--- src/rtl/hzu_pkg.sv ---
package hzu_pkg;

    typedef enum logic [0:0] {
        HZ_SCAN   = 1'b0,
        HZ_FREEZE = 1'b1
    } hzu_state_e;

    typedef struct packed {
        logic mem_read;
        logic reg_write;
        logic mem_write;
    } hzu_ctl_t;

endpackage

--- src/rtl/hzu_match.sv ---
module hzu_match #(
    parameter int AW   = 5,
    parameter int NSRC = 2
) (
    input  logic             ld_in_ex,
    input  logic [AW-1:0]    ld_dst,
    input  logic [NSRC*AW-1:0] srcs,
    output logic             hit
);
    logic [NSRC-1:0] eq;

    for (genvar g = 0; g < NSRC; g++) begin : g_src
        assign eq[g] = (srcs[g*AW +: AW] == ld_dst);
    end

    // register zero is hard-wired, a load to it produces nothing to wait for
    assign hit = ld_in_ex && (ld_dst != '0) && (|eq);
endmodule

--- src/rtl/hzu_seq.sv ---
module hzu_seq
    import hzu_pkg::*;
(
    input  logic clk,
    input  logic rst_n,
    input  logic hit,
    output logic pc_we,
    output logic ifid_we,
    output logic ctrl_zero
);
    hzu_state_e state_q;
    hzu_state_e state_d;

    always_ff @(posedge clk or negedge rst_n) begin
        if (!rst_n) state_q <= HZ_SCAN;
        else        state_q <= state_d;
    end

    always_comb begin
        state_d   = state_q;
        pc_we     = 1'b1;
        ifid_we   = 1'b1;
        ctrl_zero = 1'b0;
        unique case (state_q)
            HZ_SCAN: begin
                if (hit && rst_n) begin
                    pc_we     = 1'b0;
                    ifid_we   = 1'b0;
                    ctrl_zero = 1'b1;
                    state_d   = HZ_FREEZE;
                end
            end
            HZ_FREEZE: begin
                // execute now holds the bubble; decode holds the consumer again
                state_d = HZ_SCAN;
            end
            default: state_d = HZ_SCAN;
        endcase
    end
endmodule

--- src/rtl/hzu_bubble.sv ---
module hzu_bubble
    import hzu_pkg::*;
#(
    parameter int OPC_W = 6
) (
    input  logic             zero_ctl,
    input  logic [OPC_W-1:0] opc_in,
    input  hzu_ctl_t         ctl_in,
    output logic [OPC_W-1:0] opc_out,
    output hzu_ctl_t         ctl_out
);
    always_comb begin
        opc_out = opc_in;
        ctl_out = ctl_in;
        if (zero_ctl) begin
            ctl_out.reg_write = 1'b0;
            ctl_out.mem_write = 1'b0;
        end
    end
endmodule

--- src/rtl/load_use_stall_unit.sv ---
module load_use_stall_unit
    import hzu_pkg::*;
#(
    parameter int AW    = 5,
    parameter int OPC_W = 6
) (
    input  logic             clk,
    input  logic             rst_n,
    input  logic             ex_mem_read,
    input  logic [AW-1:0]    ex_dst,
    input  logic [AW-1:0]    id_rs,
    input  logic [AW-1:0]    id_rt,
    input  logic [OPC_W-1:0] id_opcode,
    input  logic             id_mem_read,
    input  logic             id_reg_write,
    input  logic             id_mem_write,
    output logic             pc_we,
    output logic             ifid_we,
    output logic             ctrl_zero,
    output logic [OPC_W-1:0] ex_opcode_o,
    output logic             ex_mem_read_o,
    output logic             ex_reg_write_o,
    output logic             ex_mem_write_o
);
    localparam int NSRC = 2;

    logic     hit;
    hzu_ctl_t ctl_in;
    hzu_ctl_t ctl_out;

    hzu_match #(.AW(AW), .NSRC(NSRC)) u_match (
        .ld_in_ex (ex_mem_read),
        .ld_dst   (ex_dst),
        .srcs     ({id_rt, id_rs}),
        .hit      (hit)
    );

    hzu_seq u_seq (
        .clk       (clk),
        .rst_n     (rst_n),
        .hit       (hit),
        .pc_we     (pc_we),
        .ifid_we   (ifid_we),
        .ctrl_zero (ctrl_zero)
    );

    assign ctl_in = '{mem_read: id_mem_read, reg_write: id_reg_write, mem_write: id_mem_write};

    hzu_bubble #(.OPC_W(OPC_W)) u_bubble (
        .zero_ctl (ctrl_zero),
        .opc_in   (id_opcode),
        .ctl_in   (ctl_in),
        .opc_out  (ex_opcode_o),
        .ctl_out  (ctl_out)
    );

    assign ex_mem_read_o  = ctl_out.mem_read;
    assign ex_reg_write_o = ctl_out.reg_write;
    assign ex_mem_write_o = ctl_out.mem_write;
endmodule

--- config.mk ---
export PLATFORM = sky130hd
export DESIGN_NAME = load_use_stall_unit
export DESIGN_NICKNAME = d
export VERILOG_FILES = /design/src/rtl/hzu_pkg.sv /design/src/rtl/hzu_match.sv /design/src/rtl/hzu_seq.sv /design/src/rtl/hzu_bubble.sv /design/src/rtl/load_use_stall_unit.sv
export SDC_FILE = /design/constraint.sdc
export NUM_CORES = 1
export LEC_CHECK = 0
export BUFFER_PORTS_ARGS = -buffer_cell sky130_fd_sc_hd__buf_2
export CORE_AREA = 2 2 39 41
export CTS_CLUSTER_DIAMETER = 60
export DETAILED_ROUTE_END_ITERATION = 7
export DIE_AREA = 0 0 41 43
export PLACE_DENSITY = 0.62
export SETUP_SLACK_MARGIN = 0.05
export SYNTH_ARGS = -nofsm -noshare
export SYNTH_HDL_FRONTEND = slang
export SYNTH_SLANG_ARGS = --single-unit
--- constraint.sdc ---
create_clock -name clk -period 1.11 [get_ports clk]
set_input_delay 0.222 -clock clk [delete_from_list [all_inputs] [get_ports clk]]
set_output_delay 0.222 -clock clk [all_outputs]
set_load 0.05 [all_outputs]
; ---- Yosys cells after proc, flatten, opt, wreduce, memory -nomap -nowiden
; Cells that the tools add are included.
; Widths: inputs -> output; s select.
[totals]
regBits = 1
latchBits = 0
mem_bits_rw = 0
mem_bits_ro = 0
inputBits = 27
out_inout_bits = 12
word_cells = 15
n_memories = 0
[op_classes]
add_sub_neg = 0
n_mul = 0
n_div = 0
magnitude_cmp = 0
n_eq_ne = 2
shift = 0
mux = 6
bitwise = 1
n_reduce_logical = 5
[op_table]
columns = op, count
row1 = $eq 5x5->1, 2
row2 = $reduce_bool 5->1, 1
row3 = $mux 1, 4
row4 = $logic_and 1x1->1, 3
row5 = $mux 2, 1
row6 = $pmux 1 s2, 1
row7 = $reduce_or 2->1, 1
row8 = $not 1->1, 1

; ---- Logic depth before layout (Yosys ltp)
; Gate-level depths: netlist (run 1).
[logic_depth]
ltp_word = 7
depth_mapped = 5
mapped_depth_nobuf = 4

; ---- By module
; A second synthesis (run 1) with hierarchy kept.
[hier_totals]
hier_cells = 30
area_unflattened_um2 = 239.0
[by_module_without_submodules]
columns = module, n_inst, cells_per_inst, area_each_um2, seq_area_each_um2
row1 = hzu_match, 1, 17, 125.1, 0.0
row2 = hzu_bubble, 1, 9, 65.1, 0.0
row3 = hzu_seq, 1, 4, 48.8, 25.0

; ---- Worst setup path after synthesis (run 1)
; No wires, ideal clock.
[synth_path]
path_type = input -> output
startpoint = input port ex_dst[0]
endpoint = output port ex_mem_write_o
arrival_time_ns = 1.652
required_ns = 0.888
path_slack_ns = -0.764
stages = 3
path_buffers = 0
cell_sequence = nor3_1 a21oi_1 a21boi_0
[synth_between]
elab_chain_len = 7
word_cells_on_any_way = 10
classes_between = eq/ne: 2 / mux: 3 / reduce/logical: 5
[synth_lines]
columns = item, line
row1 = "start, declared", load_use_stall_unit.sv:10  ; input logic [AW-1:0] ex_dst,
row2 = $eq 5x5->1 or $reduce_bool 5->1 (tied branches), "hzu_match.sv:13, hzu_match.sv:17"
row3 = $reduce_or 2->1 or $logic_and 1x1->1 (tied branches), hzu_match.sv:17  ; assign hit = ld_in_ex && (ld_dst != '0) && (|eq);
row4 = $logic_and 1x1->1 (*), hzu_match.sv:17
row5 = $logic_and 1x1->1 (*), hzu_seq.sv:26  ; if (hit && rst_n) begin
row6 = $mux 1 (*), hzu_seq.sv:26
row7 = $mux 1 (*), hzu_seq.sv:24  ; unique case (state_q)
row8 = $mux 2 (*), hzu_bubble.sv:15  ; if (zero_ctl) begin
row9 = "end, declared", load_use_stall_unit.sv:23  ; output logic ex_mem_write_o
; Every way passes the cells marked *; elsewhere a longest branch is shown, timed or not.

; ---- Worst setup path after layout (run 1)
[layout_path]
startpoint = input port ex_dst[3]
endpoint = output port ctrl_zero
[layout_between]
elab_chain_len = 6
word_cells_on_any_way = 9
classes_between = eq/ne: 2 / mux: 2 / reduce/logical: 5
[layout_lines]
columns = item, line
row1 = $eq 5x5->1 or $reduce_bool 5->1 (tied branches), "hzu_match.sv:13, hzu_match.sv:17"
row2 = $reduce_or 2->1 or $logic_and 1x1->1 (tied branches), hzu_match.sv:17
row3 = $logic_and 1x1->1 (*), hzu_match.sv:17
row4 = $logic_and 1x1->1 (*), hzu_seq.sv:26
row5 = $mux 1 (*), hzu_seq.sv:26
row6 = $mux 1 (*), hzu_seq.sv:24
row7 = "end, declared", load_use_stall_unit.sv:19  ; output logic ctrl_zero,
; Marks and branches as above.

==> flow_summary.toml, run 1 <==
[setup_path]
crit_chain = "buf_2 -> buf_4 -> nor2_4 -> a21oi_4 -> and2_2 -> buf_6"
arrival_ps = 1150
slowest_stage = "a21oi_4"
cp_max_fo = 4
startpoint_type = "input pin"
required_ps = 890
worst_setup_path_end_kind = "output pin"
critPathMaxStageDelay_ps = 250
worstSetupPathType = "input pin to output pin"

[logic_synthesis]
yosys_warnings = 0
synth_area_leaders = "xnor2_1, buf_4, dfrtp_1"
postSynthAreaPerCell_um2 = 7.78
yosysMostFrequentCell = "xnor2_1"
synth_seq_cells = 1
postSynth.asyncResetShare = 1.00
syn_nets = 59
postSynthCellCount = 32
yosysTopAreaCell = "xnor2_1"
ys_top_cells_by_count = "xnor2_1, buf_4, nand2_1, a21boi_0, nand3_1"
synth_area_um2 = 249
synth_edf_count = 0
ys_seq_area_frac = 0.101
synthFlopType = "dfrtp_1"
synth.top_cell.area_share = 0.352
ys_types = 12

[status]
outcome = "finished, violations left"
violations = "negative setup slack"

[timing]
relSlewSlack = 0.827
rsz0062_at_grt = "true"
fin_crit_sh = 1.24
slew_violations = 0
finalSetupViolations = 5
fin_ws_ps = -264
period_needed_ps = 1370
max_freq_mhz = 728
fin_skew_ps = 0
max_slew.worst_pin.slew_ps = 259
hold_viol_final = 0

[floorplanning]
die_area_um2 = 1760
core_area_um2 = 1380
die_h_um = 43
initial_core_util = 0.180
io-pin-count = 39
die_w_um = 41
rows = 14

[flow_run]
maxCapViolCount = 0

[drt]
drt-vias-per-instance = 4.22
drt_wl_total_um = 770
avgRoutedWirePerCell_um = 11.3
firstDrtPassIters = 1
num_vias = 287
drc = 0
dr.first_iter.drc_count = 0
final_antenna_net_count = 0

[cts]
post_cts_buffers = 0
cts_hold_buffers = 0
cts.reportedPaths.clkPinSlew_ps = 0
insertion_delay_ps = 0

[placed_design]
dp_slack_ps = -394
dp_cells = 68
port_buffers = 24
gp_congestion = 0.587
dp_hpwl_um = 552

[final_layout]
largest_register_ffs = 1
num-nets-final = 81
antenna_cells = 0
regMostFlops = "u_seq.state_q"
area_delta_synth_final_pct = 145
reg.largest.list = "u_seq.state_q x1"
fin_cells = 68
drive_above_1_share = 0.923
fillCellCount = 146

[grt]
grt_max_degree = 5
grt_pass1_vias = 296
grt.overflow.total = 0
grt_first_pass_wirelength_um = 1100
grt.total_usage = 0.0893
antenna_found_initial = 0

[power]
power.density_nw_per_um2 = 475
ir_drop_v = 0.000222
power.leakage_nw = 0.288

[hold_path]
hp-class = "input pin to asynchronous set/reset pin"
[cell families after synthesis]
group,share of synthesized area
AND/OR/NAND/NOR,0.176
AO/OA/AOI/OAI,0.131
buffers and inverters,0.241
flip-flops,0.100
XOR/XNOR,0.352
[worst max-delay path: cells and delay by family]
kind	cells	cell delay (ps)
and+or+nand+nor	2	250
buffers and inverters	3	420
AOI/OAI and AO/OA	1	250
[routing by layer]
| metal | track usage | wire length, um | vias to the layer above |
|---|---|---|---|
| met5 | 0 | 0 | - |
| li1 | - | - | 137 |
| met1 | 0.0737 | 204 | 133 |
| met2 | 0.191 | 470 | 17 |
| met4 | 0.00667 | 0 | 0 |
| met3 | 0.0209 | 95 | 0 |
[timing repair]
item                                    4_1_cts  5_1_grt
gates resized for setup                      33       10
endpoints found under the setup margin        6        6
pin swaps                                    12        6
[area by class of cell]
type | instances | area (um^2) | area share
well taps | 16 | 20.0 | 0.0329
multi-input cells | 23 | 324 | 0.532
repair buffers | 28 | 240 | 0.394
flip-flops and latches | 1 | 25.0 | 0.0411
[final timing paths]
kind / from / end / slack, ps / cells past startpoint
worst min-delay path: rst_n / u_seq.state_q$_DFF_PN0_ / 100 / 2
min in group clk: id_opcode[1] / ex_opcode_o[1] / 440 / 0
worst max-delay path: ex_dst[3] / ctrl_zero / -260 / 6
worst max register to register: u_seq.state_q$_DFF_PN0_ / u_seq.state_q$_DFF_PN0_ / 60 / 3
worst min register to register: u_seq.state_q$_DFF_PN0_ / u_seq.state_q$_DFF_PN0_ / 770 / 3
max in group asynchronous: rst_n / u_seq.state_q$_DFF_PN0_ / 930 / 2
[where the power goes]
part,internal [mW],switching (mW),total [mW]
Clock,0,0,0
Combinational,0.137,0.114,0.252
Sequential,0.0378,0.000106,0.0379
Total,0.175,0.115,0.290
[through the flow]
step | total power [mW] | hold slack (ps) | TNS, ps | util | cell area, um^2
2_1_floorplan | 0.208 | -73.6 | -898 | - | 303
3_3_place_gp | 0.205 | 98.2 | -2020 | 0.296 | 409
3_5_place_dp | 0.205 | 99.9 | -2040 | 0.296 | 409
4_1_cts | 0.263 | 99.9 | -1290 | 0.404 | 559
5_1_grt | 0.304 | 107 | -1540 | 0.440 | 609
6_report | 0.290 | 98.1 | -1280 | 0.440 | 609
[cell usage in the layout (no fill, tap or decap)]
master and count:
buf_2 12, buf_6 10, xnor2_2 8, buf_8 3
buf_4 3, nand3_2 2, a21boi_4 2, xnor2_4 1
nand2_2 1, xnor2_1 1, nand2_1 1, o22ai_4 1
nor2_4 1, nor3_4 1, nand3b_1 1, a21oi_4 1
and2_2 1, nand2_4 1, dfrtp_1 1
Note: power is estimated with default switching activity, not from simulation.
==> run 2, diff against run 1 <==
--- a/config.mk
+++ b/config.mk
@@ -15,3 +15,4 @@
 export SYNTH_ARGS = -nofsm -noshare
 export SYNTH_HDL_FRONTEND = slang
 export SYNTH_SLANG_ARGS = --single-unit
+export TNS_END_PERCENT = 20
==> flow_summary.toml, run 2 (synthesized netlist as in run 1, its figures left out) <==
[setup_path]
worst_setup_path_end_kind = "output pin"
required_ps = 890
slowest_stage = "o22ai_4"
cpMostUsedCell = "buf_6"
startpoint_type = "input pin"
crit_chain = "buf_6 -> xnor2_2 -> nand3_2 -> o22ai_4 -> buf_6 -> a21boi_4 -> buf_6"
worstSetupPathType = "input pin to output pin"
arrival_ps = 1140
cp_max_fo = 3
critPathMaxStageDelay_ps = 190

[power]
clockPowerShare = 0
swShare = 0.378
power.leakage_nw = 0.280
pwr-share-comb = 0.864
total_power_uw = 279
p_sw_uw = 105
power_frac_seq = 0.136
power.density_nw_per_um2 = 471
ir_drop_v = 0.000228
p_int_uw = 173

[timing]
relSlewSlack = 0.838
period_needed_ps = 1360
rsz0062_at_grt = "true"
fin_crit_sh = 1.23
fin_skew_ps = 0
slew_violations = 0
finalSetupViolations = 5
max_slew.worst_pin.slew_ps = 243
hold_viol_final = 0
max_freq_mhz = 734
fin_ws_ps = -253
finalSetupTns_ps = -1220

[cts]
cts.reportedPaths.clkPinSlew_ps = 0
insertion_delay_ps = 0

[drt]
drt_wl_total_um = 722
dr.first_iter.drc_count = 0
firstDrtPassIters = 1
num_vias = 276
drc = 0
final_antenna_net_count = 0
avgRoutedWirePerCell_um = 10.5
drt-vias-per-instance = 4.00

[final_layout]
postLayoutCoreUtil = 0.428
final_cell_mix = "buf_2, buf_6, xnor2_2"
largest_register_ffs = 1
drive_above_1_share = 0.849
fillCellCount = 138
area_delta_synth_final_pct = 138
antenna_cells = 0
num-nets-final = 82
regMostFlops = "u_seq.state_q"
reg.largest.list = "u_seq.state_q x1"

[floorplanning]
io-pin-count = 39
rows = 14
initial_core_util = 0.180
die_area_um2 = 1760
die_w_um = 41
core_area_um2 = 1380
die_h_um = 43

[hold_path]
hp-class = "input pin to asynchronous set/reset pin"

[placed_design]
gp_congestion = 0.622
dp_slack_ps = -368
port_buffers = 24

[status]
violations = "negative setup slack"
outcome = "finished, violations left"

[grt]
grt_first_pass_wirelength_um = 1080
grt_max_degree = 5
grt_pass1_vias = 289
grt.overflow.total = 0
antenna_found_initial = 0
grt.total_usage = 0.0822

[flow_run]
maxCapViolCount = 0
## run 2: changes by cell type in the layout (fill, tap and decap cells not counted), sizes merged
cell  delta
buf      +1
## run 2: what timing repair did
| action | 4_1_cts | 5_1_grt |
|---|---|---|
| gates resized for setup | 29 | 10 |
| endpoints found under the setup margin | 6 | 6 |
| pin swaps | 11 | 10 |
| buffers inserted | 0 | 0 |
| hold buffers | 0 | 0 |
## run 2: stage by stage
stage	cells	area (um^2)	hold slack, ps
finish	69	592	104
global route	69	592	114
CTS	69	549	106
detailed placement	69	417	106
global placement	69	417	95.5
floorplan	32	303	-73.6
## run 2: worst paths after layout
check / startpoint / to / slack (ps) / cells after the start
max in group asynchronous: rst_n / u_seq.state_q$_DFF_PN0_ / 920 / 2
hold / removal: rst_n / u_seq.state_q$_DFF_PN0_ / 100 / 2
setup / recovery: id_rs[4] / ex_mem_write_o / -250 / 7
min in group clk: id_opcode[1] / ex_opcode_o[1] / 440 / 0
hold reg to reg: u_seq.state_q$_DFF_PN0_ / u_seq.state_q$_DFF_PN0_ / 690 / 3
setup reg to reg: u_seq.state_q$_DFF_PN0_ / u_seq.state_q$_DFF_PN0_ / 80 / 3
## run 2: final cells by class
class / instances / area [um^2] / area share
tap: 16 / 20.0 / 0.0338
sequential: 1 / 25.0 / 0.0423
timing repair buffer: 29 / 253 / 0.427
multi-input combinational: 23 / 294 / 0.497
## run 2: layer usage
| metal | global-route usage | share of wire |
|---|---|---|
| met5 | 0 | 0 |
| met4 | 0.00667 | 0 |
| met3 | 0.0105 | 0.12 |
| met2 | 0.163 | 0.56 |
| met1 | 0.0865 | 0.32 |
## run 2: power groups by stage
stage          sequential, mW  clock (mW)  combinational, mW
4_1_cts                0.0378           0              0.222
3_5_place_dp           0.0378           0              0.168
2_1_floorplan          0.0379           0              0.170
6_report               0.0379           0              0.241
5_1_grt                0.0379           0              0.256
3_3_place_gp           0.0379           0              0.168
## run 2: worst max-delay path, delay by kind of cell
kind	cells	cell delay, ps
xor+xnor	1	160
buf+inv	3	400
compound gates	2	240
simple gates	1	110
